**config.mk**
```make
export PLATFORM = sky130hd
export DESIGN_NAME = stream_buffer
export DESIGN_NICKNAME = d
export VERILOG_FILES = /design/src/rtl/sb_pkg.sv /design/src/rtl/sb_fifo.sv /design/src/rtl/sb_lookup.sv /design/src/rtl/sb_issuer.sv /design/src/rtl/stream_buffer.sv
export SDC_FILE = /design/constraint.sdc
export NUM_CORES = 1
export LEC_CHECK = 0
export ABC_AREA = 1
export CAP_MARGIN = 20
export CORE_UTILIZATION = 50
export CTS_CLUSTER_DIAMETER = 150
export CTS_CLUSTER_SIZE = 14
export DETAILED_ROUTE_END_ITERATION = 8
export GPL_ROUTABILITY_DRIVEN = 0
export GPL_TIMING_DRIVEN = 0
export PLACE_DENSITY = 0.72
export SETUP_SLACK_MARGIN = 0.02
export SYNTH_ARGS = -nofsm -noshare
export SYNTH_HDL_FRONTEND = slang
export SYNTH_SLANG_ARGS = --single-unit
```
**constraint.sdc**
```tcl
create_clock -name clk -period 13.8 [get_ports clk]
set_clock_uncertainty 0.15 [all_clocks]
set_input_delay 3.45 -clock clk [delete_from_list [all_inputs] [get_ports clk]]
set_output_delay 3.45 -clock clk [all_outputs]
set_load 0.005 [all_outputs]
```
**src/rtl/sb_pkg.sv**
```systemverilog
package sb_pkg;
  typedef enum logic [1:0] {LK_IDLE, LK_HIT, LK_WAIT, LK_MISS} lk_kind_e;

  function automatic int wrap_inc(int p, int depth);
    return (p >= depth - 1) ? 0 : p + 1;
  endfunction
endpackage

```
**src/rtl/sb_fifo.sv**
```systemverilog
module sb_fifo #(
  parameter int DEPTH  = 4,
  parameter int TAG_W  = 27,
  parameter int DATA_W = 256
) (
  input  logic              clk,
  input  logic              rst_n,
  input  logic              flush,
  input  logic              alloc,
  input  logic [TAG_W-1:0]  alloc_tag,
  input  logic              fill,
  input  logic [DATA_W-1:0] fill_data,
  input  logic              pop,
  output logic              head_alloc,
  output logic              head_ready,
  output logic [TAG_W-1:0]  head_tag,
  output logic [DATA_W-1:0] head_data,
  output logic [$clog2(DEPTH+1)-1:0] occ
);
  localparam int PW = $clog2(DEPTH);
  localparam int CW = $clog2(DEPTH+1);

  logic [PW-1:0] hd, tl, fp;
  logic [CW-1:0] cnt;
  logic [DEPTH-1:0] used, rdy;
  logic [TAG_W-1:0]  tags  [DEPTH];
  logic [DATA_W-1:0] datas [DEPTH];

  function automatic logic [PW-1:0] step(logic [PW-1:0] p);
    return PW'(sb_pkg::wrap_inc(int'(p), DEPTH));
  endfunction

  for (genvar i = 0; i < DEPTH; i++) begin : g_ent
    logic              used_q, rdy_q;
    logic [TAG_W-1:0]  tag_q;
    logic [DATA_W-1:0] data_q;
    logic              is_hd, is_tl, is_fp;

    assign is_hd = (hd == PW'(i));
    assign is_tl = (tl == PW'(i));
    assign is_fp = (fp == PW'(i));

    always_ff @(posedge clk or negedge rst_n) begin
      if (!rst_n) begin
        used_q <= 1'b0;
        rdy_q  <= 1'b0;
      end else if (flush || (pop && is_hd)) begin
        used_q <= 1'b0;
        rdy_q  <= 1'b0;
      end else begin
        if (alloc && is_tl) used_q <= 1'b1;
        if (fill && is_fp)  rdy_q  <= 1'b1;
      end
    end

    always_ff @(posedge clk) begin
      if (alloc && is_tl) tag_q  <= alloc_tag;
      if (fill && is_fp)  data_q <= fill_data;
    end

    assign used[i]  = used_q;
    assign rdy[i]   = rdy_q;
    assign tags[i]  = tag_q;
    assign datas[i] = data_q;
  end

  always_ff @(posedge clk or negedge rst_n) begin
    if (!rst_n) begin
      hd  <= '0;
      tl  <= '0;
      fp  <= '0;
      cnt <= '0;
    end else if (flush) begin
      hd  <= '0;
      tl  <= '0;
      fp  <= '0;
      cnt <= '0;
    end else begin
      if (pop)   hd <= step(hd);
      if (alloc) tl <= step(tl);
      if (fill)  fp <= step(fp);
      cnt <= cnt + CW'(alloc) - CW'(pop);
    end
  end

  assign head_alloc = used[hd];
  assign head_ready = rdy[hd];
  assign head_tag   = tags[hd];
  assign head_data  = datas[hd];
  assign occ        = cnt;
endmodule

```
**src/rtl/sb_lookup.sv**
```systemverilog
module sb_lookup #(
  parameter int TAG_W = 27
) (
  input  logic             miss_req,
  input  logic [TAG_W-1:0] miss_blk,
  input  logic             head_alloc,
  input  logic             head_ready,
  input  logic [TAG_W-1:0] head_tag,
  output sb_pkg::lk_kind_e kind
);
  always_comb begin
    kind = sb_pkg::LK_IDLE;
    if (miss_req) begin
      if (!head_alloc || head_tag != miss_blk) kind = sb_pkg::LK_MISS;
      else if (head_ready)                     kind = sb_pkg::LK_HIT;
      else                                     kind = sb_pkg::LK_WAIT;
    end
  end
endmodule

```
**src/rtl/sb_issuer.sv**
```systemverilog
module sb_issuer #(
  parameter int TAG_W    = 27,
  parameter int PEND_MAX = 8
) (
  input  logic             clk,
  input  logic             rst_n,
  input  logic             flush,
  input  logic [TAG_W-1:0] restart_blk,
  input  logic             room,
  input  logic             pf_ready,
  input  logic             rsp_valid,
  output logic             pf_valid,
  output logic [TAG_W-1:0] pf_addr,
  output logic             fire,
  output logic             rsp_keep,
  output logic [$clog2(PEND_MAX+1)-1:0] pending
);
  localparam int PDW = $clog2(PEND_MAX+1);

  logic             active;
  logic [TAG_W-1:0] nxt;
  logic [PDW-1:0]   pend, stale, pend_n;

  function automatic logic [TAG_W-1:0] next_blk(logic [TAG_W-1:0] a);
    return a + TAG_W'(1);
  endfunction

  assign pf_valid = active && room && !flush && (pend < PDW'(PEND_MAX));
  assign pf_addr  = nxt;
  assign fire     = pf_valid && pf_ready;
  assign rsp_keep = rsp_valid && (stale == '0) && !flush;
  assign pend_n   = pend + PDW'(fire) - PDW'(rsp_valid);
  assign pending  = pend;

  always_ff @(posedge clk or negedge rst_n) begin
    if (!rst_n) begin
      active <= 1'b0;
      nxt    <= '0;
      pend   <= '0;
      stale  <= '0;
    end else begin
      pend <= pend_n;
      if (flush) begin
        active <= 1'b1;
        nxt    <= next_blk(restart_blk);
        stale  <= pend_n;
      end else begin
        if (fire) nxt <= next_blk(nxt);
        if (rsp_valid && stale != '0) stale <= stale - PDW'(1);
      end
    end
  end
endmodule

```
**src/rtl/stream_buffer.sv**
```systemverilog
module stream_buffer #(
  parameter int BLK_W  = 27,
  parameter int DATA_W = 256,
  parameter int DEPTH  = 4
) (
  input  logic              clk,
  input  logic              rst_n,
  input  logic              miss_req,
  input  logic [BLK_W-1:0]  miss_blk,
  output logic              resp_valid,
  output logic              resp_hit,
  output logic [DATA_W-1:0] resp_data,
  output logic              pf_req_valid,
  output logic [BLK_W-1:0]  pf_req_addr,
  input  logic              pf_req_ready,
  input  logic              pf_rsp_valid,
  input  logic [DATA_W-1:0] pf_rsp_data
);
  localparam int CW       = $clog2(DEPTH+1);
  localparam int PEND_MAX = 2 * DEPTH;
  localparam int PDW      = $clog2(PEND_MAX+1);

  sb_pkg::lk_kind_e kind;
  logic              head_alloc, head_ready;
  logic [BLK_W-1:0]  head_tag;
  logic [DATA_W-1:0] head_data;
  logic [CW-1:0]     occ;
  logic [PDW-1:0]    pending;
  logic              hit_evt, flush_evt, pf_fire, rsp_keep, room;

  assign hit_evt   = (kind == sb_pkg::LK_HIT);
  assign flush_evt = (kind == sb_pkg::LK_MISS);
  assign room      = (occ < CW'(DEPTH));

  sb_lookup #(.TAG_W(BLK_W)) u_lookup (
    .miss_req   (miss_req),
    .miss_blk   (miss_blk),
    .head_alloc (head_alloc),
    .head_ready (head_ready),
    .head_tag   (head_tag),
    .kind       (kind)
  );

  sb_fifo #(.DEPTH(DEPTH), .TAG_W(BLK_W), .DATA_W(DATA_W)) u_fifo (
    .clk        (clk),
    .rst_n      (rst_n),
    .flush      (flush_evt),
    .alloc      (pf_fire),
    .alloc_tag  (pf_req_addr),
    .fill       (rsp_keep),
    .fill_data  (pf_rsp_data),
    .pop        (hit_evt),
    .head_alloc (head_alloc),
    .head_ready (head_ready),
    .head_tag   (head_tag),
    .head_data  (head_data),
    .occ        (occ)
  );

  sb_issuer #(.TAG_W(BLK_W), .PEND_MAX(PEND_MAX)) u_issuer (
    .clk         (clk),
    .rst_n       (rst_n),
    .flush       (flush_evt),
    .restart_blk (miss_blk),
    .room        (room),
    .pf_ready    (pf_req_ready),
    .rsp_valid   (pf_rsp_valid),
    .pf_valid    (pf_req_valid),
    .pf_addr     (pf_req_addr),
    .fire        (pf_fire),
    .rsp_keep    (rsp_keep),
    .pending     (pending)
  );

  assign resp_valid = hit_evt || flush_evt;
  assign resp_hit   = hit_evt;
  assign resp_data  = hit_evt ? head_data : '0;
endmodule

```
# Word level (Yosys, flattened, before mapping)
# Cells that the tools add are included.
# totals
reg_bits,1185
in_bits,288
out_inout_bits,286
elab_cells,142
# op_classes
n_addsub,10
n_lt_le_gt_ge,7
n_eq_ne,12
muxes,44
bitwise_logic,1
n_reduce_logical,44
# ops
cell,count
$mux 256,3
$bmux 256 s2,1
$mux 27,4
$add 27x1->27 const B,2
$bmux 27 s2,1
$ne 27x27->1,1
$mux 2,12
$reduce_bool 2->1,12
$logic_and 1x1->1,19
$mux 1,18
$eq 2x2->1 const B,7
$eq 2x1->1 const B,4
$mux 4,2
$add 2x1->2 const B,3
$ge 2x2->1 const B,3
$logic_not 2->1,3
$logic_or 1x1->1,6
$add 4x1->4,1
$bmux 1 s2,2
$logic_not 4->1,1
$lt 4x4->1 const B,1
$reduce_bool 4->1,1
$sub 4x1->4,1
$sub 4x1->4 const B,1
other kinds (8),9

# Logic depth before layout (Yosys ltp)
# logic_depth
depth_word,16
depth_mapped,26
mapped_depth_nobuf,24

# Cells and area by module
# From an unflattened synthesis, not the netlist that was laid out.
# hier_totals
cells_unflattened,4538
hier_area_um2,51594.5
# modules_own_cells
module,instances,cells_each,area_per_inst_um2
sb_fifo,1,3424,45944.1
sb_issuer,1,410,2786.4
stream_buffer,1,547,2253.4
sb_lookup,1,157,610.6

# Least setup slack after synthesis
# No wires, ideal clock.
# synth_timing
path_type,input to register
from,in miss_blk[15]
to,"reg u_fifo.g_ent[3].data_q[0], enable pin"
setup_time_ns,0.880
arrival_ns,15.148
required_ns,12.770
path_slack_ns,-2.379
cell_stages,12
n_path_buf,2
path_cell_list,inv_1 > nand3_1 > nand2_1 > nor2_1 > nand2_1 > nor2_1 > nand2_1 > o21bai_2 > buf_4 > buf_4 > nand2_1 > nor2_1
# synth_via
elab_chain_len,8
# synth_lines
item,line,source
"start, declared",stream_buffer.sv:9,"input logic [BLK_W-1:0] miss_blk,"
$ne 27x27->1,sb_lookup.sv:14,if (!head_alloc || head_tag != miss_blk) kind = sb_pkg::LK_MISS;
$logic_or 1x1->1,sb_lookup.sv:14,
$mux 2,sb_lookup.sv:14,
$mux 2,sb_lookup.sv:13,if (miss_req) begin
$eq 2x2->1,stream_buffer.sv:32,assign flush_evt = (kind == sb_pkg::LK_MISS);
$logic_not 1->1,sb_issuer.sv:31,assign rsp_keep = rsp_valid && (stale == '0) && !flush;
$logic_and 1x1->1,sb_issuer.sv:31,
$logic_and 1x1->1,sb_fifo.sv:58,if (fill && is_fp) data_q <= fill_data;
"end signal, assigned",sb_fifo.sv:58,
"end, declared",sb_fifo.sv:36,logic [DATA_W-1:0] data_q;
# No other way between the ends.
# A chain may end at the register's enable or synchronous reset.

# Worst setup path in the final report
# layout_timing
from,in miss_req
to,out resp_data[133]
# layout_via
elab_chain_len,3
# layout_lines
item,line,source
"start, declared",stream_buffer.sv:8,"input logic miss_req,"
$mux 2,sb_lookup.sv:13,
$eq 2x1->1,stream_buffer.sv:31,assign hit_evt = (kind == sb_pkg::LK_HIT);
$mux 256,stream_buffer.sv:77,assign resp_data = hit_evt ? head_data : '0;
"end, declared",stream_buffer.sv:12,"output logic [DATA_W-1:0] resp_data,"
# No other way between the ends.

==> summary.txt <==
Status
  • Status: finished, final reports clean

Yosys
  • Syn Area/Cell: 13.2 um^2
  • Sequential fraction of the synthesis area: 75.4%
  • Synth Area in Compound Gates: 10.8%
  • Post-synthesis cell area: 46900 um^2
  • Xor/xnor share of the synthesized area: 0.262%
  • Synth Area in Simple Gates: 10.0%
  • Largest family of logic cells by synthesized area: compound AO/OA/AOI/OAI gates
  • Mux contribution to synthesized area: 0.0214%
  • Syn Nets: 3870
  • Synth cell types: 37
  • Yosys warning total: 0
  • Synth Register Bits: 1185
  • Adder-cell share of the synthesized area: 0.646%
  • Post-Syn Instances: 3559

Floorplan
  • Chip height: 308 um
  • Area of the core: 92200 um^2
  • Die W: 308 um
  • IO Count: 574
  • Starting Density: 50.8%
  • Row count: 111
  • Die area: 95000 um^2

Worst hold path
  • Hold crit path type: register to register
  • Hold Path Stages: 2

Clock network
  • Setup bufs post-CTS: 0
  • CTS Sinks: 1185
  • Clock Pin Slew Worst Setup and Hold Paths: 0.07 ns
  • Hold-fix buffers, CTS: 0
  • CTS Root Cell: clkbuf_16
  • Worst skew pair latency: 0.70 ns
  • CTS Buffer Depth: 3
  • CTS tree: yes
  • CTS Buf Count: 94
  • PostCTS Resize Cnt: 0
  • Max H-tree Level: 3

Timing
  • Final setup fails: 0
  • RSZ-0062 raised after global routing: false
  • Setup slack after layout: 2.71 ns
  • Measured slew at the worst slew-check pin: 1.05 ns
  • FMAX: 90.2 MHz
  • Tmin final: 11.09 ns
  • Slew Viols, Final: 0
  • Final Cycle Share: 80.4%
  • Hold Vio Cnt, Final: 0
  • Setup TNS: 0 ns
  • Worst slew margin: 30.0%

Run
  • MaxCap Viol Count: 0

Global route
  • GRT Util Overall: 27.8%
  • Largest net degree at the start of global routing: 110
  • Grt ovf: 0
  • Global-route wire length before repair: 195000 um
  • Antenna violations before repair: 42
  • Vias in the first global route: 31042

Critical path
  • CP required: 10.20 ns
  • Critical path endpoint category: output pin
  • Critical Path AT: 7.49 ns
  • Setup crit start kind: primary input
  • Critical path type: primary input to output pin
  • Crit-path max FO: 10
  • Worst reg-to-reg path cell count: 18

Placed design
  • DP Area: 54700 um^2
  • Placed cell count: 5397
  • Port Buf Inserts: 573
  • Hpwl dp: 89300 um
  • DP Worst Slack: 2.81 ns

Route
  • Initial DRC count: 3116
  • DR pass1 iterations: 6
  • Average wire per standard cell: 24.3 um
  • Drt total wl: 135000 um
  • Final ANT Viol Nets: 0
  • Number of remaining DRC errors: 0
  • DR vias/cell: 5.82
  • Vias: 32282

Final layout
  • Share of post-route cells with drive strength above 1: 4.02%
  • Reg area: 35300 um^2
  • Final nets: 4561
  • Fin area: 57300 um^2
  • Area occupied by multi-input gates: 10200 um^2
  • Layout overhead on the synthesized area: 22.4%
  • Fill count: 7026
  • Fin cells: 5547

Pwr
  • P_leak: 19.1 nW
  • PwrDens: 123 nW/um^2
  • Worst-case vdd ir drop: 0.119 mV
[per-stage QoR]
step	total power, mW	utilization [%]	hold slack [ns]
2_1_floorplan	4.41	-	0.301
3_3_place_gp	4.68	58.7	0.326
3_5_place_dp	4.67	59.3	0.339
4_1_cts	7.09	62.1	0.354
5_1_grt	7.28	62.2	0.392
6_report	7.06	62.2	0.350
[power by group]
group	internal (mW)	switching, mW	total (mW)	leakage, nW
Combinational	0.199	0.301	0.500	7.03
Sequential	4.04	0.0576	4.10	10.9
Clock	1.26	1.20	2.46	1.25
[worst paths after layout]
check | from | endpoint | slack, ns
max in group asynchronous | rst_n | u_issuer.pf_addr[18] | 10.25
worst min register to register | u_issuer.active | u_issuer.active | 0.35
min in group asynchronous | rst_n | u_issuer.pf_addr[4] | 2.63
worst max-delay path | miss_req | resp_data[133] | 2.71
worst min-delay path | u_issuer.active | u_issuer.active | 0.35
worst max register to register | u_fifo.hd[1] | u_fifo.g_ent[1].data_q[116] | 9.03
[cells in the final DEF, fill, tap and decap left out, types with 6 or more instances in the layout]
master,netlist,layout
edfxtp_1,1132,1132
buf_2,17,18
o21ai_0,22,22
a221oi_1,256,256
ha_1,21,21
dfrtp_1,53,53
clkdlybuf4s50_1,0,572
nand4_1,6,6
inv_1,93,90
nand3_1,126,126
buf_16,0,11
buf_12,0,10
a21oi_1,525,525
xor2_1,10,10
diode_2,0,25
buf_1,7,7
clkbuf_16,0,96
nand3b_1,10,10
nand2_1,960,960
nor2_1,67,66
clkbuf_1,200,223
o21ai_1,6,6
[registers in the layout, indices dropped and copies added (netlist names), 2 cells and up]
name / cells
u_fifo.g_ent.data_q: 1024
u_fifo.g_ent.tag_q: 108
u_issuer.pf_addr: 27
u_fifo.g_ent.rdy_q: 4
u_fifo.g_ent.used_q: 4
u_issuer.pending: 4
u_issuer.stale: 4
u_fifo.occ: 3
u_fifo.fp: 2
u_fifo.hd: 2
u_fifo.tl: 2
[cell usage after synthesis, drive strengths merged]
| cell type | count | share of area, % |
|---|---|---|
| edfxtp | 1132 | 73 |
| nand2 | 961 | 7.7 |
| a21oi | 525 | 5.6 |
| a221oi | 256 | 4.8 |
| clkbuf | 200 | 1.6 |
| nand3 | 126 | 1.3 |
| inv | 98 | 0.79 |
| nor2 | 74 | 0.65 |
| dfrtp | 53 | 2.8 |
| buf | 34 | 0.44 |
| o21ai | 28 | 0.30 |
| ha | 21 | 0.56 |
| nand3b | 10 | 0.16 |
| xor2 | 10 | 0.19 |
| nand4 | 6 | 0.080 |
| clkinv | 5 | 0.040 |
| nor3 | 4 | 0.053 |
| xnor2 | 4 | 0.075 |
| a31oi | 3 | 0.040 |
| fa | 2 | 0.085 |
| a21o | 1 | 0.016 |
| mux2i | 1 | 0.021 |
| nor3b | 1 | 0.016 |
| o21ba | 1 | 0.021 |
| o21bai | 1 | 0.024 |
| o22ai | 1 | 0.013 |
| o32ai | 1 | 0.019 |
[final cells by class]
| cell class | instances | share of cell area (%) |
|---|---|---|
| sequential | 1185 | 61.6 |
| multi-input combinational | 2037 | 17.8 |
| timing repair buffer | 595 | 10.9 |
| clock buffer | 119 | 4.34 |
| tap | 1243 | 2.71 |
| buffer | 234 | 1.67 |
| inverter | 103 | 0.718 |
| clock inverter | 6 | 0.177 |
| antenna | 25 | 0.109 |
[critical path, stage by stage]
cell and delay, ns:
clkdlybuf4s50_1 0.56, buf_1 0.54, nand3_1 0.24, inv_1 0.21, nand2_1 0.24, clkbuf_1 0.51, clkbuf_1 0.41, a221oi_1 0.68
clkdlybuf4s50_1 0.64
[routing by layer]
layer  GRT usage (%)  wire length (um)  share of wire [%]
met5               0               242               0.18
met2            44.7             66000                 49
met4            11.3              4420                3.3
met1            36.2             50800                 38
met3            7.17             13200                9.8
[cell families (layout without fill, tap and decap cells)]
logic type	count (synthesis)	after routing
flip-flops	1185	1185
XOR/XNOR	14	14
AND/OR/NAND/NOR	1182	1182
other	0	25
adder cells (fa/ha/maj)	23	23
buffers and inverters	337	1057
AO/OA/AOI/OAI	817	817
multiplexers	1	1
Note: power is estimated with default switching activity, not from simulation.
